File: config.mk
export PLATFORM = sky130hd
export DESIGN_NAME = entropy_tap_capture
export DESIGN_NICKNAME = d
export VERILOG_FILES = /design/src/rtl/etc_pkg.sv /design/src/rtl/etc_clk_div.sv /design/src/rtl/etc_tap_select.sv /design/src/rtl/etc_byte_packer.sv /design/src/rtl/etc_fifo.sv /design/src/rtl/entropy_tap_capture.sv
export SDC_FILE = /design/constraint.sdc
export NUM_CORES = 1
export LEC_CHECK = 0
export CAP_MARGIN = 10
export CORE_MARGIN = 2
export CORE_UTILIZATION = 55
export CTS_BUF_LIST = sky130_fd_sc_hd__clkbuf_16
export DETAILED_ROUTE_END_ITERATION = 16
export DONT_BUFFER_PORTS = 1
export PLACE_DENSITY = 0.7
export SLEW_MARGIN = 20
export SYNTH_ARGS = -nofsm -noshare
export SYNTH_HDL_FRONTEND = slang
export SYNTH_SLANG_ARGS = --single-unit
File: constraint.sdc
create_clock -name clk -period 3.1 [get_ports clk]
set_input_delay 0.155 -clock clk [delete_from_list [all_inputs] [get_ports clk]]
set_output_delay 0.155 -clock clk [all_outputs]
set_load 0.05 [all_outputs]
File: src/rtl/etc_pkg.sv
package etc_pkg;
  typedef enum logic {
    SRC_FOLD = 1'b0,
    SRC_CELL = 1'b1
  } src_e;
endpackage

File: src/rtl/etc_clk_div.sv
module etc_clk_div #(
  parameter int DIV_RATIO = 20
) (
  input  logic clk,
  input  logic rst,
  output logic tick_o
);
  generate
    if (DIV_RATIO <= 1) begin : g_passthru
      always_ff @(posedge clk) begin
        if (rst) tick_o <= 1'b0;
        else     tick_o <= 1'b1;
      end
    end else begin : g_count
      localparam int CW = $clog2(DIV_RATIO);
      localparam logic [CW-1:0] LAST = CW'(DIV_RATIO - 1);
      logic [CW-1:0] cnt_q;
      always_ff @(posedge clk) begin
        if (rst) begin
          cnt_q  <= '0;
          tick_o <= 1'b0;
        end else begin
          tick_o <= (cnt_q == LAST);
          cnt_q  <= (cnt_q == LAST) ? '0 : cnt_q + 1'b1;
        end
      end
    end
  endgenerate
endmodule

File: src/rtl/etc_tap_select.sv
module etc_tap_select
  import etc_pkg::*;
#(
  parameter  int N_CELLS = 256,
  localparam int IDX_W   = $clog2(N_CELLS)
) (
  input  logic               clk,
  input  logic               rst,
  input  logic               tick_i,
  input  logic [N_CELLS-1:0] cells_i,
  input  logic               cmd_valid_i,
  input  logic               cmd_mode_i,
  input  logic [IDX_W-1:0]   cmd_index_i,
  output logic               bit_o,
  output logic               valid_o,
  output logic               restart_o
);
  src_e             pend_src, act_src;
  logic [IDX_W-1:0] pend_idx, act_idx;
  logic             fold_bit, cell_bit, chosen_bit, cfg_changed;

  // Fold of every cell and the per-cell route
  assign fold_bit    = ^cells_i;
  assign cell_bit    = cells_i[pend_idx];
  assign chosen_bit  = (pend_src == SRC_CELL) ? cell_bit : fold_bit;
  assign cfg_changed = (pend_src != act_src) || (pend_idx != act_idx);

  always_ff @(posedge clk) begin
    if (rst) begin
      pend_src  <= SRC_FOLD;
      pend_idx  <= '0;
      act_src   <= SRC_FOLD;
      act_idx   <= '0;
      bit_o     <= 1'b0;
      valid_o   <= 1'b0;
      restart_o <= 1'b0;
    end else begin
      if (cmd_valid_i) begin
        pend_src <= src_e'(cmd_mode_i);
        pend_idx <= cmd_index_i;
      end
      valid_o   <= tick_i;
      restart_o <= tick_i && cfg_changed;
      if (tick_i) begin
        bit_o   <= chosen_bit;
        act_src <= pend_src;
        act_idx <= pend_idx;
      end
    end
  end
endmodule

File: src/rtl/etc_byte_packer.sv
module etc_byte_packer #(
  parameter int BYTE_W = 8
) (
  input  logic              clk,
  input  logic              rst,
  input  logic              bit_i,
  input  logic              valid_i,
  input  logic              restart_i,
  output logic [BYTE_W-1:0] byte_o,
  output logic              push_o
);
  localparam int CW = $clog2(BYTE_W);
  localparam logic [CW-1:0] LAST = CW'(BYTE_W - 1);

  logic [BYTE_W-1:0] sr_q, base_sr, next_sr;
  logic [CW-1:0]     cnt_q, base_cnt;

  always_comb begin
    base_sr  = restart_i ? '0 : sr_q;
    base_cnt = restart_i ? '0 : cnt_q;
    next_sr  = {base_sr[BYTE_W-2:0], bit_i};
  end

  always_ff @(posedge clk) begin
    if (rst) begin
      sr_q   <= '0;
      cnt_q  <= '0;
      byte_o <= '0;
      push_o <= 1'b0;
    end else begin
      push_o <= 1'b0;
      if (valid_i) begin
        sr_q <= next_sr;
        if (base_cnt == LAST) begin
          cnt_q  <= '0;
          byte_o <= next_sr;
          push_o <= 1'b1;
        end else begin
          cnt_q <= base_cnt + 1'b1;
        end
      end
    end
  end
endmodule

File: src/rtl/etc_fifo.sv
module etc_fifo #(
  parameter int WIDTH = 8,
  parameter int DEPTH = 16
) (
  input  logic             clk,
  input  logic             rst,
  input  logic             push_i,
  input  logic [WIDTH-1:0] wdata_i,
  input  logic             pop_i,
  output logic [WIDTH-1:0] rdata_o,
  output logic             full_o,
  output logic             empty_o
);
  localparam int AW = (DEPTH > 1) ? $clog2(DEPTH) : 1;
  localparam int CNTW = $clog2(DEPTH + 1);
  localparam logic [AW-1:0] PLAST = AW'(DEPTH - 1);

  logic [WIDTH-1:0] mem [DEPTH];
  logic [AW-1:0]    wptr_q, rptr_q;
  logic [CNTW-1:0]  count_q;
  logic             do_push, do_pop;

  assign full_o  = (count_q == CNTW'(DEPTH));
  assign empty_o = (count_q == '0);
  assign do_push = push_i && !full_o;
  assign do_pop  = pop_i && !empty_o;

  // Storage without reset so it maps to block RAM
  always_ff @(posedge clk) begin
    if (do_push) mem[wptr_q] <= wdata_i;
  end

  always_ff @(posedge clk) begin
    if (rst) rdata_o <= '0;
    else if (do_pop) rdata_o <= mem[rptr_q];
  end

  always_ff @(posedge clk) begin
    if (rst) begin
      wptr_q  <= '0;
      rptr_q  <= '0;
      count_q <= '0;
    end else begin
      if (do_push) wptr_q <= (wptr_q == PLAST) ? '0 : wptr_q + 1'b1;
      if (do_pop)  rptr_q <= (rptr_q == PLAST) ? '0 : rptr_q + 1'b1;
      case ({do_push, do_pop})
        2'b10:   count_q <= count_q + 1'b1;
        2'b01:   count_q <= count_q - 1'b1;
        default: count_q <= count_q;
      endcase
    end
  end
endmodule

File: src/rtl/entropy_tap_capture.sv
module entropy_tap_capture #(
  parameter  int N_CELLS    = 256,
  parameter  int DIV_RATIO  = 20,
  parameter  int BYTE_W     = 8,
  parameter  int FIFO_DEPTH = 16,
  localparam int IDX_W      = $clog2(N_CELLS)
) (
  input  logic               clk,
  input  logic               rst,
  input  logic [N_CELLS-1:0] cells_i,
  input  logic               cmd_valid_i,
  input  logic               cmd_mode_i,
  input  logic [IDX_W-1:0]   cmd_index_i,
  input  logic               rd_en_i,
  output logic               sample_bit_o,
  output logic               sample_valid_o,
  output logic [BYTE_W-1:0]  rd_data_o,
  output logic               fifo_empty_o,
  output logic               fifo_full_o,
  output logic               overflow_o
);
  logic              tick;
  logic              restart;
  logic [BYTE_W-1:0] packed_byte;
  logic              byte_push;

  etc_clk_div #(.DIV_RATIO(DIV_RATIO)) u_div (
    .clk    (clk),
    .rst    (rst),
    .tick_o (tick)
  );

  etc_tap_select #(.N_CELLS(N_CELLS)) u_tap (
    .clk         (clk),
    .rst         (rst),
    .tick_i      (tick),
    .cells_i     (cells_i),
    .cmd_valid_i (cmd_valid_i),
    .cmd_mode_i  (cmd_mode_i),
    .cmd_index_i (cmd_index_i),
    .bit_o       (sample_bit_o),
    .valid_o     (sample_valid_o),
    .restart_o   (restart)
  );

  etc_byte_packer #(.BYTE_W(BYTE_W)) u_pack (
    .clk       (clk),
    .rst       (rst),
    .bit_i     (sample_bit_o),
    .valid_i   (sample_valid_o),
    .restart_i (restart),
    .byte_o    (packed_byte),
    .push_o    (byte_push)
  );

  etc_fifo #(.WIDTH(BYTE_W), .DEPTH(FIFO_DEPTH)) u_fifo (
    .clk     (clk),
    .rst     (rst),
    .push_i  (byte_push),
    .wdata_i (packed_byte),
    .pop_i   (rd_en_i),
    .rdata_o (rd_data_o),
    .full_o  (fifo_full_o),
    .empty_o (fifo_empty_o)
  );

  always_ff @(posedge clk) begin
    if (rst) overflow_o <= 1'b0;
    else if (sample_valid_o && fifo_full_o) overflow_o <= 1'b1;
  end
endmodule

Word level (Yosys, flattened, before mapping)
Memories as Yosys holds them, arrays and structs flattened. A register that Yosys moved wholly into a read port is not among the register bits.
Cells that the tools add are included.
Widths: inputs -> output; s select.
{"block": "totals", "reg_bits": 60, "latch_bits": 0, "ramBits": 128, "mem_bits_ro": 0, "input_bits": 269, "out_inout_bits": 13, "mem_count": 1}
{"block": "op_classes", "n_addsub": 6, "mul": 0, "div": 0, "magnitude_cmp": 1, "n_eq_ne": 9, "shift": 0, "n_mux": 12, "bitwise": 1, "reduce_logical": 13}
{"name": "u_fifo.mem", "depth": 16, "width": 8, "read_ports": 1, "rd_ports_with_merged_regs": 1, "wr": 1, "line_no": "etc_fifo.sv:18", "text": "logic [WIDTH-1:0] mem [DEPTH];"}
{"cell": "$reduce_xor 256->1", "n": 1}
{"cell": "$add 5x1->5 const B", "n": 2}
{"cell": "$eq 5x5->1 const B", "n": 2}
{"cell": "$pmux 5 s2", "n": 1}
{"cell": "$lt 8x9->1 const B", "n": 1}
{"cell": "$add 4x1->4 const B", "n": 2}
{"cell": "$bmux 1 s8", "n": 1}
{"cell": "$eq 4x4->1 const B", "n": 2}
{"cell": "$mux 4", "n": 2}
{"cell": "$ne 8x8->1", "n": 1}
{"cell": "$mux 7", "n": 1}
{"cell": "$mux 3", "n": 2}
{"cell": "$logic_not 5->1", "n": 1}
{"cell": "$mux 1", "n": 5}
{"cell": "$sub 5x1->5 const B", "n": 1}
{"cell": "$logic_and 1x1->1", "n": 4}
{"cell": "$reduce_or 2->1", "n": 2}
{"cell": "$add 3x1->3 const B", "n": 1}
{"cell": "$eq 3x3->1 const B", "n": 1}
{"cell": "$eq 2x1->1 const B", "n": 1}
{"cell": "$eq 2x2->1 const B", "n": 1}
{"cell": "$logic_not 1->1", "n": 2}
{"cell": "$reduce_and 2->1", "n": 1}
{"cell": "$reduce_bool 2->1", "n": 1}
{"cell": "other kinds (3)", "n": 3}

Depth between registers and ports, before layout
Gate-level depths: netlist of run 1.
{"block": "depth", "word_depth": 5, "depth_mapped": 14, "depth_no_buf": 13}

Modules after synthesis
Synthesis of run 1 repeated with hierarchy kept, for this count alone.
{"block": "hier_totals", "cells_unflattened": 943, "area_unflattened_um2": 12456.9}
{"mod": "etc_fifo", "instances": 1, "cells_each": 345, "area_each_um2": 6093.3}
{"mod": "etc_tap_select", "instances": 1, "cells_each": 486, "area_each_um2": 5197.5}
{"mod": "etc_byte_packer", "instances": 1, "cells_each": 85, "area_each_um2": 903.4}
{"mod": "etc_clk_div", "instances": 1, "cells_each": 24, "area_each_um2": 234.0}
{"mod": "entropy_tap_capture", "instances": 1, "cells_each": 3, "area_each_um2": 28.8}

Worst setup path after synthesis of run 1
OpenSTA, ideal clock, no wires.
{"block": "synth_timing", "path_kind": "reg2reg", "from": "register u_fifo.count_q[1]", "to": "register u_fifo.count_q[4]", "setup_ns": 0.070, "arrival_ns": 2.557, "path_slack_ns": 0.472, "path_stages_with_launch": 13, "period_less_slack_ns": 2.628, "cell_sequence": "dfxtp_1 nor3_1 nand2_1 o21ai_0 inv_1 clkbuf_1 ha_1 ha_1 a21o_1 a21oi_1 xnor2_1 or3_1 a21oi_1"}
{"block": "synth_between", "elab_chain_len": 5}
{"item": "from (decl)", "line_no": "etc_fifo.sv:20", "text": "logic [CNTW-1:0] count_q;"}
{"item": "from (signal assigned)", "line_no": "etc_fifo.sv:47", "text": "2'b10: count_q <= count_q + 1'b1;"}
{"item": "from (signal assigned)", "line_no": "etc_fifo.sv:48", "text": "2'b01: count_q <= count_q - 1'b1;"}
{"item": "from (signal assigned)", "line_no": "etc_fifo.sv:49", "text": "default: count_q <= count_q;"}
{"item": "$logic_not 5->1 *", "line_no": "etc_fifo.sv:24", "text": "assign empty_o = (count_q == '0);"}
{"item": "$logic_not 1->1 *", "line_no": "etc_fifo.sv:26", "text": "assign do_pop = pop_i && !empty_o;"}
{"item": "$logic_and 1x1->1 *", "line_no": "etc_fifo.sv:26"}
{"item": "via u_fifo.do_pop", "line_no": "etc_fifo.sv:21", "text": "logic do_push, do_pop;"}
{"item": "$eq 2x1->1 / $eq 2x2->1 (equally long branches)", "line_no": "etc_fifo.sv:46", "text": "case ({do_push, do_pop})"}
{"item": "$pmux 5 s2 / $reduce_bool 2->1 (equally long branches)"}
Mark *: on every way through the listed nets, which the timed path passes. The rest lies on a longest branch.
A chain may end at the register's enable or synchronous reset.

Worst setup path after layout of run 1
{"block": "layout_timing", "from": "register u_fifo.count_q[1]", "to": "register u_fifo.count_q[4]"}
{"block": "layout_between", "elab_chain_len": 5}
{"item": "$eq 5x5->1 / $logic_not 5->1 (equally long branches)", "line_no": "etc_fifo.sv:23, etc_fifo.sv:24"}
{"item": "$logic_not 1->1, on equally long branches", "line_no": "etc_fifo.sv:25, etc_fifo.sv:26"}
{"item": "$logic_and 1x1->1, on equally long branches", "line_no": "etc_fifo.sv:25, etc_fifo.sv:26"}
{"item": "$eq 2x1->1 / $eq 2x2->1 (equally long branches)", "line_no": "etc_fifo.sv:46"}
{"item": "$pmux 5 s2 / $reduce_bool 2->1 (equally long branches)"}
Several ways; a longest one is shown, not always the timed one.

==> results.md, run 1 <==
* Status: complete, no violations
* Chip width at approximately 150 um
* Die footprint at 23150 um^2
* Routed wire length at 28180 um
* Top-area cell type share of the netlist area at a little under a third
* Final Non-Filler Cells at 1212
* Drt first pass iters at 4
* Root Buffer: clkbuf_16
* Worst path top cell family by delay: simple AND/OR/NAND/NOR gates
* Clock Latency Late Sink at roughly 0.43 ns
* Core Area at roughly 22000 um^2
* Hold WC Path Type: in -> reg
* Routed wl met2 at 15390 um
* CP Max Fanout at 9
* Routability congestion estimate at 0.8999
* Layout cell share with drive strength beyond 1 at 17.27%
* Post-layout nets at 1201
* Met3 wire len at 1492 um
* Top Metal Used: met4
* Fraction of registers with async set/reset at 0%
* Final worst slack at 0.2663 ns
* Largest net degree at the start of global routing at 68
* Via/cell ratio at 6.095
* Dpl hpwl at approximately 22000 um
* Yosys synthesis warning count at 0
* Worst-case clock buffer depth at 2
* Data required time of the critical path at 3.47 ns
* Setup Fix Bufs, Post-CTS at 0
* Ranking of synthesized cells by area: edfxtp_1, mux4_2, xnor2_1
* Max VDD drop at approximately 0.43 mV
* Via count at 7387
* Tot Pwr at 6.831 mW
* # rows at 54
* Actual slew at the worst max-slew pin at between 0.9 and 1 ns
* Worst-case reg-to-reg path depth at 13
* Slew HR at 39.38%
* Most numerous cell in the Yosys netlist: xnor2_1
* Sw frac at 26.52%
* Worst path max stage delay at 0.41 ns
* Wire per inst at 23.25 um
* Worst-path cell chain: nor3_1 > nand3_1 > and2_1 > inv_1 > ha_1 > inv_1 > fa_1 > inv_1 > a21o_1 > a21oi_1 > xnor2_1 > or3_1 > a21oi_1
* Fin Setup TNS at 0 ns
* WP buf/inv at 3
* Max-slew violations at 0
* Post-Syn Nets at 1190
* RR Endpoint: u_fifo.count_q[4]
* I/O Buffers at 0
* Combinational power share at 27.8%
* Sequential area share after synthesis at between 40% and 50%
* Minimum clock period at about 2.8 ns
* Clock slew at reported path FFs at 0.07 ns
* Grt total ovfl at 0
* R2R setup slack at around 0.27 ns
* Global-route wire length before repair at 43730 um
* Synth Cell Area at 12070 um^2
* Worst Hold End: u_pack.cnt_q[1]
* WP data arrival at 3.20 ns
* Total clock buffers created by CTS at 17
* Final setup violating endpoints at 0
* Overall fraction of global-route tracks in use at 24.42%
* Netlist cell types at 40
* Yosys top cell by area: edfxtp_1
* Mean Syn Cell Area at 13.29 um^2
* Pwr per Cell Area at between 500 and 600 nW/um^2
* Initial antenna violation count at 0
* Die Y at 152.1 um
* Startpoint Class: register
* Pleak at between 4 and 5 nW
* Routed Antenna Nets at 0
* Internal power at 5.020 mW
* Worst hold stages at 2
* Area Overhead vs Synth at 9.278%
* CP most frequent cell: inv_1
* Synth cell count leaders: xnor2_1, edfxtp_1, mux4_2
* Final worst-path cycle share at 91.41%
* Skew final at 0.008424 ns
* Seq pwr share at about two fifths
* Hold path start: rst
* Psw at between 1.5 and 2 mW
* DRT met1 WL at between 10000 and 15000 um
* RR Startpoint: u_fifo.count_q[1]
* Initial Util at 55.65%
* CTS tree: yes
* Dpl ws at 0.3044 ns
* Total placed cells including tap cells at approximately 1200
* Vias in the first global route at between 8000 and 9000
* # fillers at roughly 1700
* Clk pwr share at 31.4%
* Upper clock frequency limit at about 0.35 GHz
* Final hold slack at 0.06394 ns
* CP Capture Type: register
* Post-route DRC violation count at 0
* Main synth FF type: edfxtp_1
* Inserted Diodes at 0
* Ports at 282
* Drt initial violations at 460
* EDFF count, synth at approximately 130
* CP max-delay cell: fa_1
* Synth Instances at 908
* Critical path class: reg -> reg
* Max-Cap Viols at 0
* Unrepaired setup endpoints after global routing: no
* Final Hold Fails at 0
* #FFs+latches synth at 196
* Sink Count at roughly 200
* H-tree Lvls at 4
==> flip-flops by register name, indices dropped and copies added (netlist names), 3 cells and up <==
name / cells
u_fifo.count_q: 5
u_div.g_count.cnt_q: 5
u_pack.cnt_q: 3
u_fifo.mem: 128
u_fifo.wptr_q: 4
u_fifo.rptr_q: 4
u_fifo.rdata_o: 8
u_tap.act_idx: 8
u_pack.byte_o: 8
u_pack.sr_q: 7
u_tap.pend_idx: 8
==> how the worst max path moves through the flow <==
stage                            startpoint                 to  slack (ns)  depth (start not counted)
after floorplan           u_fifo.count_q[1]  u_fifo.count_q[4]        0.47                         12
after global placement    u_tap.pend_idx[1]        u_tap.bit_o        0.42                          7
after detailed placement  u_fifo.count_q[1]  u_fifo.count_q[4]        0.30                         11
after CTS                 u_fifo.count_q[1]  u_fifo.count_q[4]        0.27                         11
after global routing      u_fifo.count_q[1]  u_fifo.count_q[4]        0.05                         11
final                     u_fifo.count_q[1]  u_fifo.count_q[4]        0.27                         13
==> area by class of cell <==
class / instances / area, um^2 / share of cell area, %
multi-input combinational: 649 / 6575 / 49.85
sequential: 196 / 5213 / 39.52
clock buffer: 17 / 425.4 / 3.226
timing repair buffer: 43 / 425.4 / 3.226
tap: 280 / 350.3 / 2.656
clock inverter: 15 / 155.1 / 1.176
inverter: 12 / 45.04 / 0.3415
==> power groups by stage <==
stage	Sequential, mW	Clock [mW]	Combinational [mW]
floorplan	2.82	0	1.62
global placement	2.84	0	1.85
detailed placement	2.84	0	1.87
CTS	2.79	2.18	1.92
global route	2.79	2.30	2.04
finish	2.79	2.15	1.90
==> through the flow <==
stage	util [%]	area (um^2)
after floorplan	-	12070
after global placement	57.18	12400
after detailed placement	57.18	12400
after CTS	60.81	13190
after global routing	60.81	13190
final	60.81	13190
==> worst register-to-register path, cell delays in order, from the launching register on <==
cell     delay, ns
dfxtp_1       0.35
nor3_1        0.26
nand3_1       0.14
and2_1        0.29
inv_1         0.10
ha_1          0.24
inv_1         0.10
fa_1          0.41
inv_1         0.09
a21o_1        0.12
a21oi_1       0.08
xnor2_1       0.14
or3_1         0.32
a21oi_1       0.14
==> what timing repair did <==
action / 4_1_cts / 5_1_grt
hold buffers: 19 / 0
resized for setup: 0 / 1
setup endpoints to repair: 0 / 1
hold endpoints to repair: 68 / 0
==> metal layers <==
layer	vias up	GRT usage, %
met3	39	4.807
met2	260	45.17
met5	-	0
li1	3365	-
met4	0	7.788
met1	3723	28.57
==> placed cells by master (no fill, tap or decap), drive strengths merged, types with 13 or more instances in the layout <==
cell	count
xnor2	229
edfxtp	128
mux4	112
dfxtp	68
nor2	60
a21oi	44
xor2	44
mux2i	33
nand2	31
buf	25
dlygate4sd3	18
clkbuf	17
inv	15
a22oi	13
==> cell families after synthesis <==
family / Yosys count / synth area share [%]
XOR/XNOR: 273 / 19.81
flip-flops: 196 / 43.13
AND/OR/NAND/NOR: 147 / 5.764
multiplexers: 145 / 24.04
AO/OA/AOI/OAI: 71 / 3.452
buffers and inverters: 63 / 2.395
adder cells (fa/ha/maj): 13 / 1.410
No activity file was read; power rests on OpenSTA's default activity.
==> inputs of run 2 (changes only) <==
- GPL_TIMING_DRIVEN: unset -> 0
==> results.md, run 2 (synthesis gave the netlist of run 1 again) <==
* Status: complete, no violations
* Post-route DRC violation count at 0
* Clock slew at reported path FFs at about 0.070 ns
* CP Max Fanout at 10
* Setup Fix Bufs, Post-CTS at 0
* # fillers at 1746
* Upper clock frequency limit at 0.3400 GHz
* Layout cell share with drive strength beyond 1 at 16.53%
* Max reg flops at between 100 and 150
* I/O Buffers at 0
* Final Hold Fails at 0
* Worst-path cell chain: buf_1 > inv_2 > mux2i_1 > mux4_2 > nand2_1 > mux2i_1 > o311ai_1 > o211ai_1 > a21oi_1
* Post-layout nets at 1219
* Initial antenna violation count at 0
* Die Y at 152.1 um
* Drt initial violations at 434
* Final Non-Filler Cells at approximately 1200
* Routability congestion estimate at 0.8423
* CP most frequent cell: mux2i_1
* Max-slew violations at 0
* Dpl hpwl at between 20000 and 25000 um
* Pwr per Cell Area at 513.4 nW/um^2
* Fin Setup TNS at 0 ns
* # rows at 54
* Slew HR at between 30 and 40%
* Inserted Diodes at 0
* Startpoint Class: register
* Critical path class: reg -> reg
* Overall fraction of global-route tracks in use at 25.30%
* Pleak at roughly 4.1 nW
* Minimum clock period at 2.941 ns
* Die footprint at approximately 23000 um^2
* Max-Cap Viols at 0
* Hold WC Path Type: in -> reg
* Clock Latency Late Sink at 0.43 ns
* Commonest non-fill, non-tap cell in the layout: xnor2_1
* WP data arrival at 3.30 ns
* Data required time of the critical path at 3.46 ns
* Most frequent cells in the layout: xnor2_1, edfxtp_1, mux4_2
* Skew final at about 0.010 ns
* Vias in the first global route at 8051
* Final setup violating endpoints at 0
* Sink Count at 196
* CP max-delay cell: buf_1
* Final worst-path cycle share at 94.87%
* Routed wire length at 28850 um
* Worst path top cell family by delay: buffers and inverters
* Via/cell ratio at 6.055
* Wire per inst at 23.45 um
* Core Area at 21690 um^2
* Total placed cells including tap cells at 1188
* Area Overhead vs Synth at 8.926%
* Worst-case clock buffer depth at 2
* Max VDD drop at roughly 0.44 mV
* CP Capture Type: register
* Root Buffer: clkbuf_16
* Worst path max stage delay at 0.65 ns
* Global-route wire length before repair at approximately 45000 um
* Actual slew at the worst max-slew pin at 0.9492 ns
* Unrepaired setup endpoints after global routing: no
* Grt total ovfl at 0
* Initial Util at a little under three fifths
* Drt first pass iters at 5
* CTS tree: yes
* Ports at 282
* Routed Antenna Nets at 0
* Tot Pwr at 6.749 mW
* Total clock buffers created by CTS at 17
* Chip width at 152.1 um
* WP buf/inv at 2
* Biggest register: u_fifo.mem
* Via count at ~7400
* H-tree Lvls at 4
* Largest net degree at the start of global routing at 18
[run 2: changes by cell type in the layout (fill, tap and decap cells not counted), moves of 7 or more]
cell,before,now
dlygate4sd3_1,18,10
buf_1,0,9
clkbuf_1,0,19
buf_4,21,2
buf_2,0,7
[run 2: what timing repair did]
item                                    in CTS  in global routing
cloned                                       0                  0
endpoints found under the setup margin       1                  9
hold buffers                                10                  0
pin swaps                                    0                  1
hold endpoints to repair                    11                  0
gates resized for setup                      6                 19
[run 2: report_power, final]
group | leakage, nW | switching [mW] | internal [mW] | total [mW]
Clock | 0.274 | 0.900 | 1.16 | 2.06
Combinational | 2.10 | 0.853 | 1.07 | 1.92
Sequential | 1.74 | 0.0104 | 2.76 | 2.77
[run 2: tightest hold or removal path: cells and delay by family]
| family | cells | cell delay, ns |
|---|---|---|
| AND/OR/NAND/NOR | 1 | 0.05 |
| AO/OA/AOI/OAI | 3 | 0.21 |
[run 2: metrics by stage]
| step | setup WS, ns | instance area [um^2] | utilization, % | hold WS [ns] |
|---|---|---|---|---|
| floorplan | 0.4725 | 12070 | - | 0.2384 |
| global placement | -0.2337 | 12420 | 57.26 | 0.2530 |
| detailed placement | -0.2917 | 12430 | 57.31 | 0.2532 |
| CTS | 0.01406 | 13100 | 60.41 | 0.09689 |
| global route | 0.004287 | 13150 | 60.61 | 0.08616 |
| finish | 0.1591 | 13150 | 60.61 | 0.02665 |
[run 2: cell type report]
class	count	area, um^2	area share [%]
Clock inverter	15	127.6	0.9708
Inverter	12	45.04	0.3426
Sequential cell	196	5206	39.60
Tap cell	280	350.3	2.665
Timing Repair Buffer	10	100.1	0.7614
Buffer	51	272.8	2.075
Clock buffer	17	425.4	3.236
Multi-Input combinational cell	649	6619	50.35
[run 2: path summary, 6_finish.rpt]
check / endpoint / cells past startpoint / slack [ns] / startpoint
setup / recovery: u_tap.bit_o / 9 / 0.16 / u_tap.pend_idx[3]
hold / removal: u_fifo.rptr_q[0] / 4 / 0.03 / rd_en_i
setup reg to reg: u_tap.bit_o / 9 / 0.16 / u_tap.pend_idx[3]
hold reg to reg: u_div.g_count.cnt_q[0] / 1 / 0.47 / u_div.g_count.cnt_q[0]
[run 2: metal layers]
metal	routed length, um	part of all wire (%)	track usage (%)	up-vias
li1	-	-	-	3402
met1	10460	36	29.17	3694
met2	16010	56	47.04	298
met3	1670	5.8	5.176	54
met4	706	2.4	8.189	0
met5	0	0	0	-
==> inputs of run 3 (changes only) <==
- CORE_MARGIN: 2 -> unset
- CORE_UTILIZATION: 55 -> 50
- PLACE_DENSITY: 0.7 -> unset
==> results.md, run 3 (synthesis gave the netlist of run 1 again) <==
* Wire per inst at 23.78 um
* Upper clock frequency limit at 0.3390 GHz
* WP data arrival at between 3 and 4 ns
* Worst-case clock buffer depth at 2
* Dpl hpwl at between 20000 and 25000 um
* RR Endpoint: u_tap.bit_o
* Via/cell ratio at 5.891
* Post-route DRC violation count at 0
* Initial antenna violation count at 0
* Via count at roughly 7500
* Post-layout nets at 1221
* Post-place instance area at 12520 um^2
* Setup Fix Bufs, Post-CTS at 0
* WP buf/inv at 2
* Data required time of the critical path at 3.38 ns
* CTS tree: yes
* Max reg flops at 128
* Status: complete, no violations
* Most crowded layer after global routing: met2
* Drt first pass iters at 5
* Hold path start: rd_en_i
* Die Y at 157.4 um
* Minimum clock period at 2.950 ns
* RR Startpoint: u_tap.pend_idx[0]
* Worst Hold End: u_fifo.rptr_q[0]
* Inserted Diodes at 0
* Final Hold Fails at 0
* Max VDD drop at 0.4361 mV
* Commonest non-fill, non-tap cell in the layout: xnor2_1
* Unrepaired setup endpoints after global routing: no
* Largest net degree at the start of global routing at 18
* Layout cell share with drive strength beyond 1 at between 10% and 20%
* Hold WC Path Type: in -> reg
* CP most frequent cell: a21oi_1
* Max-slew violations at 0
* Routed wire length at 30230 um
* Met3 GRT Util at 5.094%
* CP max-delay cell: clkbuf_1
* Actual slew at the worst max-slew pin at 0.9634 ns
* Skew final at 0.008977 ns
* Area Overhead vs Synth at 9.610%
* Clock Latency Late Sink at 0.43 ns
* Slew HR at 35.53%
* Biggest register: u_fifo.mem
* I/O Buffers at 0
* Met1 usage at around 30%
* # rows at 56
* Pwr per Cell Area at 514.1 nW/um^2
* Die footprint at 24760 um^2
* R2R setup slack at between 0.1 and 0.15 ns
* Final setup violating endpoints at 0
* H-tree Lvls at 4
* Root Buffer: clkbuf_16
* Initial Util at 51.26%
* Sink Count at a little under 200
* Grt total ovfl at 0
* Met2 Usage GRT at 45.03%
* Final core utilization at 56.19%
* Vias in the first global route at 8195
* CP Capture Type: register
* Worst path max stage delay at around 0.54 ns
* Final hold slack at 0.1837 ns
* Routability congestion estimate at 0.8530
* Most frequent cells in the layout: xnor2_1, edfxtp_1, mux4_2
* Ports at 282
* Pleak at 4.128 nW
* Worst-case reg-to-reg path depth at 11
* Worst-path cell chain: buf_2 > clkbuf_1 > mux4_2 > a22oi_1 > a21oi_1 > nor2_1 > mux2i_1 > a31oi_1 > o311ai_1 > o211ai_1 > a21oi_1
* Worst hold stages at 4
* Final instance area at roughly 13000 um^2
* Routed Antenna Nets at 0
* Critical path class: reg -> reg
* Final worst-path cycle share at 95.17%
* Worst path top cell family by delay: compound AO/OA/AOI/OAI gates
* Drt initial violations at 468
* Total clock buffers created by CTS at 17
* Max-Cap Viols at 0
* Startpoint Class: register
* Clock slew at reported path FFs at 0.07 ns
* Global-route wire length before repair at 45760 um
* Chip width at around 160 um
* Core Area at 23540 um^2
* CP Max Fanout at 10
* Overall fraction of global-route tracks in use at 25.21%
==> run 3: through the flow <==
step / setup slack, ns / std cells / setup TNS (ns) / total power [mW]
after floorplan: 0.4725 / 908 / 0 / 4.443
after CTS: 0.07222 / 1273 / 0 / 6.870
final: 0.1498 / 1271 / 0 / 6.802
after global placement: -0.1984 / 1227 / -0.1984 / 4.746
after detailed placement: -0.2876 / 1231 / -0.2876 / 4.765
after global routing: 0.001461 / 1271 / 0 / 7.102
==> run 3: worst min-delay path, cell delays in order <==
cell      delay (ns)
o21ai_1         0.14
a311oi_1        0.09
a21oi_1         0.12
nor2_1          0.05
==> run 3: repair_timing <==
item,CTS,global route
hold endpoints to repair,11,0
hold buffers,10,0
cloned,0,0
gates resized for setup,9,9
endpoints found under the setup margin,2,8
==> run 3: layout make-up <==
cell class | count | area (um^2)
Fill cell | 1960 | 10310
Multi-Input combinational cell | 649 | 6605
Sequential cell | 196 | 5206
Clock buffer | 20 | 500.5
Tap cell | 319 | 399.1
Buffer | 49 | 270.3
Timing Repair Buffer | 14 | 130.1
Clock inverter | 12 | 72.57
Inverter | 12 | 45.04
==> run 3: worst max-delay path by stage <==
stage / start / end / depth (start not counted)
global placement: u_tap.pend_idx[0] / u_tap.bit_o / 12
CTS: u_tap.pend_idx[2] / u_tap.bit_o / 12
detailed placement: u_tap.pend_idx[0] / u_tap.bit_o / 12
global route: u_tap.pend_idx[2] / u_tap.bit_o / 12
floorplan: u_fifo.count_q[1] / u_fifo.count_q[4] / 12
finish: u_tap.pend_idx[0] / u_tap.bit_o / 11
==> run 3: metal layers <==
| metal | vias up | routed length [um] |
|---|---|---|
| li1 | 3409 | - |
| met1 | 3736 | 11060 |
| met2 | 293 | 16250 |
| met3 | 50 | 1893 |
| met4 | 0 | 1021 |
| met5 | - | 0 |
==> run 3: power by group <==
group | switching, mW | internal, mW | total [mW]
Clock | 0.941 | 1.16 | 2.10
Sequential | 0.0105 | 2.76 | 2.77
Combinational | 0.864 | 1.07 | 1.93
Total | 1.82 | 4.99 | 6.80
